===== config.mk =====
export PLATFORM = sky130hd
export DESIGN_NAME = dma_svc_arbiter
export DESIGN_NICKNAME = d
export VERILOG_FILES = /design/src/rtl/dma_arb_pkg.sv /design/src/rtl/dma_arb_first_set.sv /design/src/rtl/dma_arb_rr_pick.sv /design/src/rtl/dma_arb_level_pick.sv /design/src/rtl/dma_svc_arbiter.sv
export SDC_FILE = /design/constraint.sdc
export NUM_CORES = 1
export LEC_CHECK = 0
export CORE_ASPECT_RATIO = 2
export CORE_MARGIN = 5
export CORE_UTILIZATION = 25
export CTS_BUF_LIST = sky130_fd_sc_hd__clkbuf_8
export CTS_CLUSTER_DIAMETER = 200
export DETAILED_ROUTE_END_ITERATION = 8
export PLACE_DENSITY = 0.46
export SETUP_SLACK_MARGIN = 0.15
export SLEW_MARGIN = 0
export SYNTH_ARGS = -nofsm -noshare
export SYNTH_HDL_FRONTEND = slang
export SYNTH_HIERARCHICAL = 1
export SYNTH_SLANG_ARGS = --single-unit

===== constraint.sdc =====
create_clock -name clk_i -period 11.9 [get_ports clk_i]
set_input_delay 1.785 -clock clk_i [delete_from_list [all_inputs] [get_ports clk_i]]
set_output_delay 1.785 -clock clk_i [all_outputs]
set_load 0.005 [all_outputs]

===== src/rtl/dma_arb_pkg.sv =====
package dma_arb_pkg;

    // width of the channel-number status fields
    localparam int unsigned STAT_W = 5;
    // bits of a priority field that carry the arbitration level
    localparam int unsigned LVL_W  = 2;

    typedef logic [STAT_W-1:0] ch_id_t;
    typedef logic [LVL_W-1:0]  level_t;

    // outcome of one arbitration cycle
    typedef enum logic [2:0] {
        SEL_HOLD,
        SEL_IDLE,
        SEL_URGENT,
        SEL_RESTORE,
        SEL_NORMAL,
        SEL_PREEMPT
    } sel_e;

    typedef struct packed {
        ch_id_t active;
        ch_id_t shadow;
        logic   urgent;
    } svc_state_t;

    function automatic ch_id_t idx_to_id(input int unsigned idx);
        return ch_id_t'(idx + 1);
    endfunction

    function automatic logic is_urgent(input level_t lvl);
        return lvl == '0;
    endfunction

endpackage


===== src/rtl/dma_arb_first_set.sv =====
module dma_arb_first_set #(
    parameter int unsigned NUM_CH = 10,
    parameter int unsigned IDX_W  = $clog2(NUM_CH)
) (
    input  logic [NUM_CH-1:0] vec_i,
    output logic              found_o,
    output logic [IDX_W-1:0]  idx_o
);
    always_comb begin
        found_o = 1'b0;
        idx_o   = '0;
        for (int i = NUM_CH - 1; i >= 0; i--) begin
            if (vec_i[i]) begin
                found_o = 1'b1;
                idx_o   = IDX_W'(i);
            end
        end
    end
endmodule


===== src/rtl/dma_arb_rr_pick.sv =====
module dma_arb_rr_pick #(
    parameter int unsigned NUM_CH = 10,
    parameter int unsigned IDX_W  = $clog2(NUM_CH)
) (
    input  logic [NUM_CH-1:0] elig_i,
    input  logic [IDX_W-1:0]  last_i,
    output logic              found_o,
    output logic [IDX_W-1:0]  idx_o
);
    // walk distances from far to near so the nearest eligible channel wins
    always_comb begin
        int unsigned c;
        found_o = 1'b0;
        idx_o   = '0;
        c       = 0;
        for (int k = NUM_CH; k >= 1; k--) begin
            c = (int'(last_i) + k) % NUM_CH;
            if (elig_i[c]) begin
                found_o = 1'b1;
                idx_o   = IDX_W'(c);
            end
        end
    end
endmodule


===== src/rtl/dma_arb_level_pick.sv =====
module dma_arb_level_pick
    import dma_arb_pkg::*;
#(
    parameter int unsigned NUM_CH = 10,
    parameter int unsigned IDX_W  = $clog2(NUM_CH)
) (
    input  logic [NUM_CH-1:0]       elig_i,
    input  logic [NUM_CH*LVL_W-1:0] lvl_i,
    output logic                    found_o,
    output logic [IDX_W-1:0]        idx_o
);
    // downward scan with >= keeps the lowest index among equal levels
    always_comb begin
        level_t best;
        level_t cur;
        found_o = 1'b0;
        idx_o   = '0;
        best    = level_t'(1);
        cur     = '0;
        for (int i = NUM_CH - 1; i >= 0; i--) begin
            cur = lvl_i[i*LVL_W +: LVL_W];
            if (elig_i[i] && !is_urgent(cur) && cur >= best) begin
                best    = cur;
                found_o = 1'b1;
                idx_o   = IDX_W'(i);
            end
        end
    end
endmodule


===== src/rtl/dma_svc_arbiter.sv =====
module dma_svc_arbiter
    import dma_arb_pkg::*;
#(
    parameter int unsigned NUM_CH = 10,
    parameter int unsigned PRIO_W = 4
) (
    input  logic                     clk_i,
    input  logic                     rst_i,
    input  logic                     hard_rst_i,
    input  logic [NUM_CH-1:0]        req_i,
    input  logic [NUM_CH-1:0]        en_i,
    input  logic                     mode_sw_i,
    input  logic [NUM_CH*PRIO_W-1:0] prio_i,
    input  logic                     prio_rst_i,
    input  logic                     xfer_done_i,
    input  logic                     emu_halt_i,
    input  logic                     free_run_i,
    output logic [NUM_CH-1:0]        grant_o,
    output logic [STAT_W-1:0]        active_o,
    output logic [STAT_W-1:0]        shadow_o
);
    localparam int unsigned IDX_W    = $clog2(NUM_CH);
    localparam logic [IDX_W-1:0] PTR_RST = IDX_W'(NUM_CH - 1);

    svc_state_t          st_q, st_d;
    logic [IDX_W-1:0]    ptr_q, ptr_d, eff_ptr;
    sel_e                sel;

    logic [NUM_CH-1:0]       elig, urg_vec, urg_other, act_oh;
    logic [NUM_CH*LVL_W-1:0] lvl_flat;
    logic                    halted, slot_free;
    logic                    urg_found, oth_found, rr_found, lv_found;
    logic [IDX_W-1:0]        urg_idx, oth_idx, rr_idx, lv_idx;

    // per-channel level extraction and grant decode
    for (genvar g = 0; g < NUM_CH; g++) begin : g_ch
        assign lvl_flat[g*LVL_W +: LVL_W] = prio_i[g*PRIO_W +: LVL_W];
        assign urg_vec[g] = elig[g] && is_urgent(prio_i[g*PRIO_W +: LVL_W]);
        assign act_oh[g]  = (st_q.active == idx_to_id(g));
    end

    assign elig      = req_i & en_i;
    assign urg_other = urg_vec & ~act_oh;
    assign halted    = emu_halt_i && !free_run_i;
    assign slot_free = (st_q.active == '0) || xfer_done_i;
    assign eff_ptr   = prio_rst_i ? PTR_RST : ptr_q;

    dma_arb_first_set #(.NUM_CH(NUM_CH), .IDX_W(IDX_W)) u_urg_any (
        .vec_i(urg_vec), .found_o(urg_found), .idx_o(urg_idx)
    );

    dma_arb_first_set #(.NUM_CH(NUM_CH), .IDX_W(IDX_W)) u_urg_other (
        .vec_i(urg_other), .found_o(oth_found), .idx_o(oth_idx)
    );

    dma_arb_rr_pick #(.NUM_CH(NUM_CH), .IDX_W(IDX_W)) u_rr (
        .elig_i(elig), .last_i(eff_ptr), .found_o(rr_found), .idx_o(rr_idx)
    );

    dma_arb_level_pick #(.NUM_CH(NUM_CH), .IDX_W(IDX_W)) u_lvl (
        .elig_i(elig), .lvl_i(lvl_flat), .found_o(lv_found), .idx_o(lv_idx)
    );

    // decision for this cycle
    always_comb begin
        sel = SEL_HOLD;
        if (halted) begin
            sel = slot_free ? SEL_IDLE : SEL_HOLD;
        end else if (slot_free) begin
            if (mode_sw_i && urg_found)              sel = SEL_URGENT;
            else if (st_q.shadow != '0)              sel = SEL_RESTORE;
            else if (mode_sw_i ? lv_found : rr_found) sel = SEL_NORMAL;
            else                                     sel = SEL_IDLE;
        end else if (mode_sw_i && !st_q.urgent && oth_found) begin
            sel = SEL_PREEMPT;
        end
    end

    always_comb begin
        st_d  = st_q;
        ptr_d = eff_ptr;
        unique case (sel)
            SEL_IDLE: begin
                st_d.active = '0;
                st_d.urgent = 1'b0;
            end
            SEL_URGENT: begin
                st_d.active = idx_to_id(int'(urg_idx));
                st_d.urgent = 1'b1;
            end
            SEL_RESTORE: begin
                st_d.active = st_q.shadow;
                st_d.shadow = '0;
                st_d.urgent = 1'b0;
            end
            SEL_NORMAL: begin
                st_d.active = idx_to_id(int'(mode_sw_i ? lv_idx : rr_idx));
                st_d.urgent = 1'b0;
                if (!mode_sw_i) ptr_d = rr_idx;
            end
            SEL_PREEMPT: begin
                st_d.shadow = st_q.active;
                st_d.active = idx_to_id(int'(oth_idx));
                st_d.urgent = 1'b1;
            end
            default: ;
        endcase
    end

    always_ff @(posedge clk_i) begin
        if (rst_i || hard_rst_i) begin
            st_q  <= '{active: '0, shadow: '0, urgent: 1'b0};
            ptr_q <= PTR_RST;
        end else begin
            st_q  <= st_d;
            ptr_q <= ptr_d;
        end
    end

    assign grant_o  = act_oh;
    assign active_o = st_q.active;
    assign shadow_o = st_q.shadow;

    // ---------------- assertions ----------------
    assert_active_range_R2: assert property (@(posedge clk_i) disable iff (rst_i)
        active_o <= STAT_W'(NUM_CH) && shadow_o <= STAT_W'(NUM_CH));

    assert_hard_clear_R1: assert property (@(posedge clk_i) disable iff (rst_i)
        hard_rst_i |=> (active_o == '0 && shadow_o == '0 && grant_o == '0));

    assert_hold_rr_R5: assert property (@(posedge clk_i) disable iff (rst_i)
        (!mode_sw_i && active_o != '0 && !xfer_done_i && !hard_rst_i) |=> $stable(active_o));

    assert_halt_idle_R9: assert property (@(posedge clk_i) disable iff (rst_i)
        (halted && active_o == '0 && !hard_rst_i) |=> (active_o == '0));

    assert_preempt_park_R7: assert property (@(posedge clk_i) disable iff (rst_i)
        (mode_sw_i && !halted && active_o != '0 && !xfer_done_i && !st_q.urgent
         && oth_found && !hard_rst_i) |=> (shadow_o == $past(active_o)));

    assert_shadow_owner_R8: assert property (@(posedge clk_i) disable iff (rst_i)
        (shadow_o != '0) |-> (st_q.urgent || active_o == '0));

endmodule


==> impl_results.md <==
* Net Switching at 251 uW
* Avg Cell Area, Syn at 7.13 um2
* Ports at 88
* Setup crit end kind: flip-flop
* Register area at 300 um2
* Row count at 84
* Synth async-reset ratio at 0
* CTS buffer count at 3
* Filler cells at 2856
* First-pass GRT wire length at 38200 um
* Max-capacitance violation count at 0
* FMAX at 0.0795 GHz
* Worst Tran Pin Value at 1.16 ns
* RSZ-0062 raised after global routing: true
* Status: complete, but fails checks
* Diode count at 0
* Drc violations at 0
* Total die area at 29800 um2
* Min-Delay Path Class: flip-flop to flip-flop
* CTS sink count at 15
* Max layer used: met4
* Startpoint Class: primary input
* WP data required at 12.03 ns
* Total GRT Usage at 0.150
* Worst EP arrival at 12.71 ns
* Post-place setup slack at -1.59 ns
* Main synth FF type: dfxtp_1
* Most common cell after layout, fill and taps aside: nor2_1
* Cells after Synth at 921
* Met3 WL at 846 um
* H-tree Lvls at 1
* Die width at 125 um
* LEAKAGE at 3.20 nW
* Final Cycle Share at 1.06
* Int Power at 276 uW
* Root Driver: clkbuf_8
* Crit path buf inv count at 10
* Area contributors post-synth: ha_1 (9.3%), nor2_1 (5.0%), nand2_1 (4.9%)
* Max-slew violation count at 0
* P per Cell Area at 62.3 nW/um2
* DR vias/cell at 5.44
* Initial antenna violation count at 0
* Failing checks: negative setup slack
* EDFF count, synth at 0
* CTS clk-pin slew, worst paths at 0.06 ns
* Final core utilization at 0.325
* Placed wire-length estimate at 18800 um
* Rel. slew slack at 0.219
* Met1 wire length at 10600 um
* Power, Total at 528 uW
* Post-DR wirelength/cell at 17.0 um
* Post-synth cell types at 124
* DR iter-0 viols at 503
* Port Buffer Count at 67
* Synth top area share at 0.0934
* Yosys top cell by area: ha_1
* Synthesized flop and latch total at 15
* Core Footprint at 26100 um2
* Vias in the first global route at 7280
* Switch share at 0.476
* Die height at 239 um
* Setup Crit Path Kind: primary input to flip-flop
* Slowest cell on crit path: a2111oi_4
* Detailed Route WL at 23300 um
* Worst Setup Slack, final at -0.679 ns
* Nets at 1139
* Tmin final at 12.58 ns
* Synth Net Count at 1038
* Grt ovf at 0
* Share of layout cells above drive strength 1 at 0.228
* Antenna-violating nets left at 0
* GPL Wtd Cong at 0.916
* Pre-antenna DRT Iters at 5
* Post-Syn Area at 6570 um2
* CP delay by family, top: compound AO/OA/AOI/OAI gates
* Via count at 7420
* Area of the multi-input gates at 6200 um2
* TritonCTS clock tree: done
* Most frequent cells in the layout: nor2_1 (82), nand2_1 (81), buf_4 (71)
* Initial Util at 0.252
* Flop pwr share at 0.109
* Setup violators final at 13
* Cts hold-fix bufs at 0
* Yosys Warn Count at 6
* Clock skew at 0.00120 ns
* Seq/Total Area, Yosys at 0.0457
* Routed length on met2 at 11400 um
* Peak supply drop at 58.8 uV
* Pin count of the biggest net entering global routing at 38
* Slowest stage delay, CP at 0.41 ns
* Worst skew pair latency at 0.24 ns
* Crit path max fanout at 4
* P&R area growth vs syn at 29.0%
* Final hold violation count at 0
* Max Root-Sink Buffers at 2
* Logic pwr share at 0.814
* Power share of the clock group at 0.077
Yosys cell counts, types with 12 or more instances:
| master | count |
|---|---|
| mux2i_1 | 18 |
| dfxtp_1 | 15 |
| inv_1 | 53 |
| buf_4 | 12 |
| xnor2_1 | 18 |
| a21oi_1 | 50 |
| nand2b_1 | 26 |
| buf_2 | 19 |
| nor4_1 | 13 |
| nor2_1 | 88 |
| a31oi_1 | 14 |
| o21ai_0 | 47 |
| ha_1 | 49 |
| o211ai_1 | 12 |
| nor3_1 | 31 |
| nand2_1 | 86 |
| nor2b_1 | 33 |
| nand3_1 | 26 |
power by group through the flow:
stage | clock, mW | combinational [mW] | sequential, mW
6_report | 0.0405 | 0.429 | 0.0578
5_1_grt | 0.0448 | 0.469 | 0.0582
4_1_cts | 0.0422 | 0.403 | 0.0577
3_5_place_dp | 0 | 0.380 | 0.0587
3_3_place_gp | 0 | 0.377 | 0.0586
2_1_floorplan | 0 | 0.267 | 0.0564
registers in the layout, indices dropped and copies added, names as in the netlist:
register,cells
ptr_q,4
shadow_o,5
st_q,1
active_o,5
path summary, 6_finish.rpt:
check / endpoint / depth (start not counted) / startpoint / slack, ns
max: active_o[3] / 72 / req_i[9] / -0.68
min: shadow_o[4] / 2 / shadow_o[4] / 0.59
max reg2reg: active_o[2] / 23 / ptr_q[2] / 4.63
min reg2reg: shadow_o[4] / 2 / shadow_o[4] / 0.59
worst reg2reg max path: stages (launching register included):
cell	delay [ns]
dfxtp_1	0.30
nor2b_2	0.14
buf_4	0.37
inv_1	0.45
ha_1	0.87
clkinv_1	0.67
nand2_1	0.20
ha_1	0.25
nor3b_1	0.23
a32o_1	0.48
mux2i_4	0.36
o221ai_1	0.21
a221oi_2	0.40
nand2_1	0.13
o221ai_1	0.20
a21oi_1	0.11
o41ai_2	0.49
nor2b_1	0.22
a221oi_2	0.07
o31ai_4	0.34
ha_4	0.19
xor2_1	0.07
a222oi_1	0.31
nor2_1	0.08
logic make-up after synthesis:
| kind of cell | after synthesis | synth area share |
|---|---|---|
| compound gates | 297 | 0.352 |
| buf+inv | 104 | 0.0762 |
| mux | 38 | 0.0759 |
| flops | 15 | 0.0457 |
| xor+xnor | 26 | 0.0415 |
| fa+ha+maj | 53 | 0.0997 |
| simple gates | 388 | 0.309 |
metal layers:
| metal | GRT usage | up-vias |
|---|---|---|
| li1 | - | 3668 |
| met1 | 0.204 | 3554 |
| met2 | 0.264 | 175 |
| met3 | 0.00826 | 23 |
| met4 | 0.0263 | 0 |
| met5 | 0 | - |
area by class of cell:
type                    count  area share
repair buffers            144       0.150
well taps                 344      0.0508
clock inverters             1    0.000591
flip-flops and latches     15      0.0354
clock buffers               3     0.00487
inverters                  56      0.0263
multi-input cells         802       0.732
per-stage QoR:
step / setup TNS, ns / cells / instance area (um2) / hold WS, ns
detailed placement: -17.81 / 1338 / 8000 / 0.576
global placement: -15.53 / 1338 / 8000 / 0.576
global route: -14.66 / 1365 / 8470 / 0.617
CTS: -4.61 / 1358 / 8270 / 0.569
floorplan: -2.54 / 921 / 6780 / 0.513
finish: -4.51 / 1365 / 8470 / 0.589
timing repair:
item / in CTS / in global routing
pin swaps: 33 / 53
gates cloned: 0 / 0
gates resized for setup: 43 / 29
setup buffers: 16 / 7
setup endpoints to repair: 15 / 15
No activity file was read; power rests on OpenSTA's default activity.
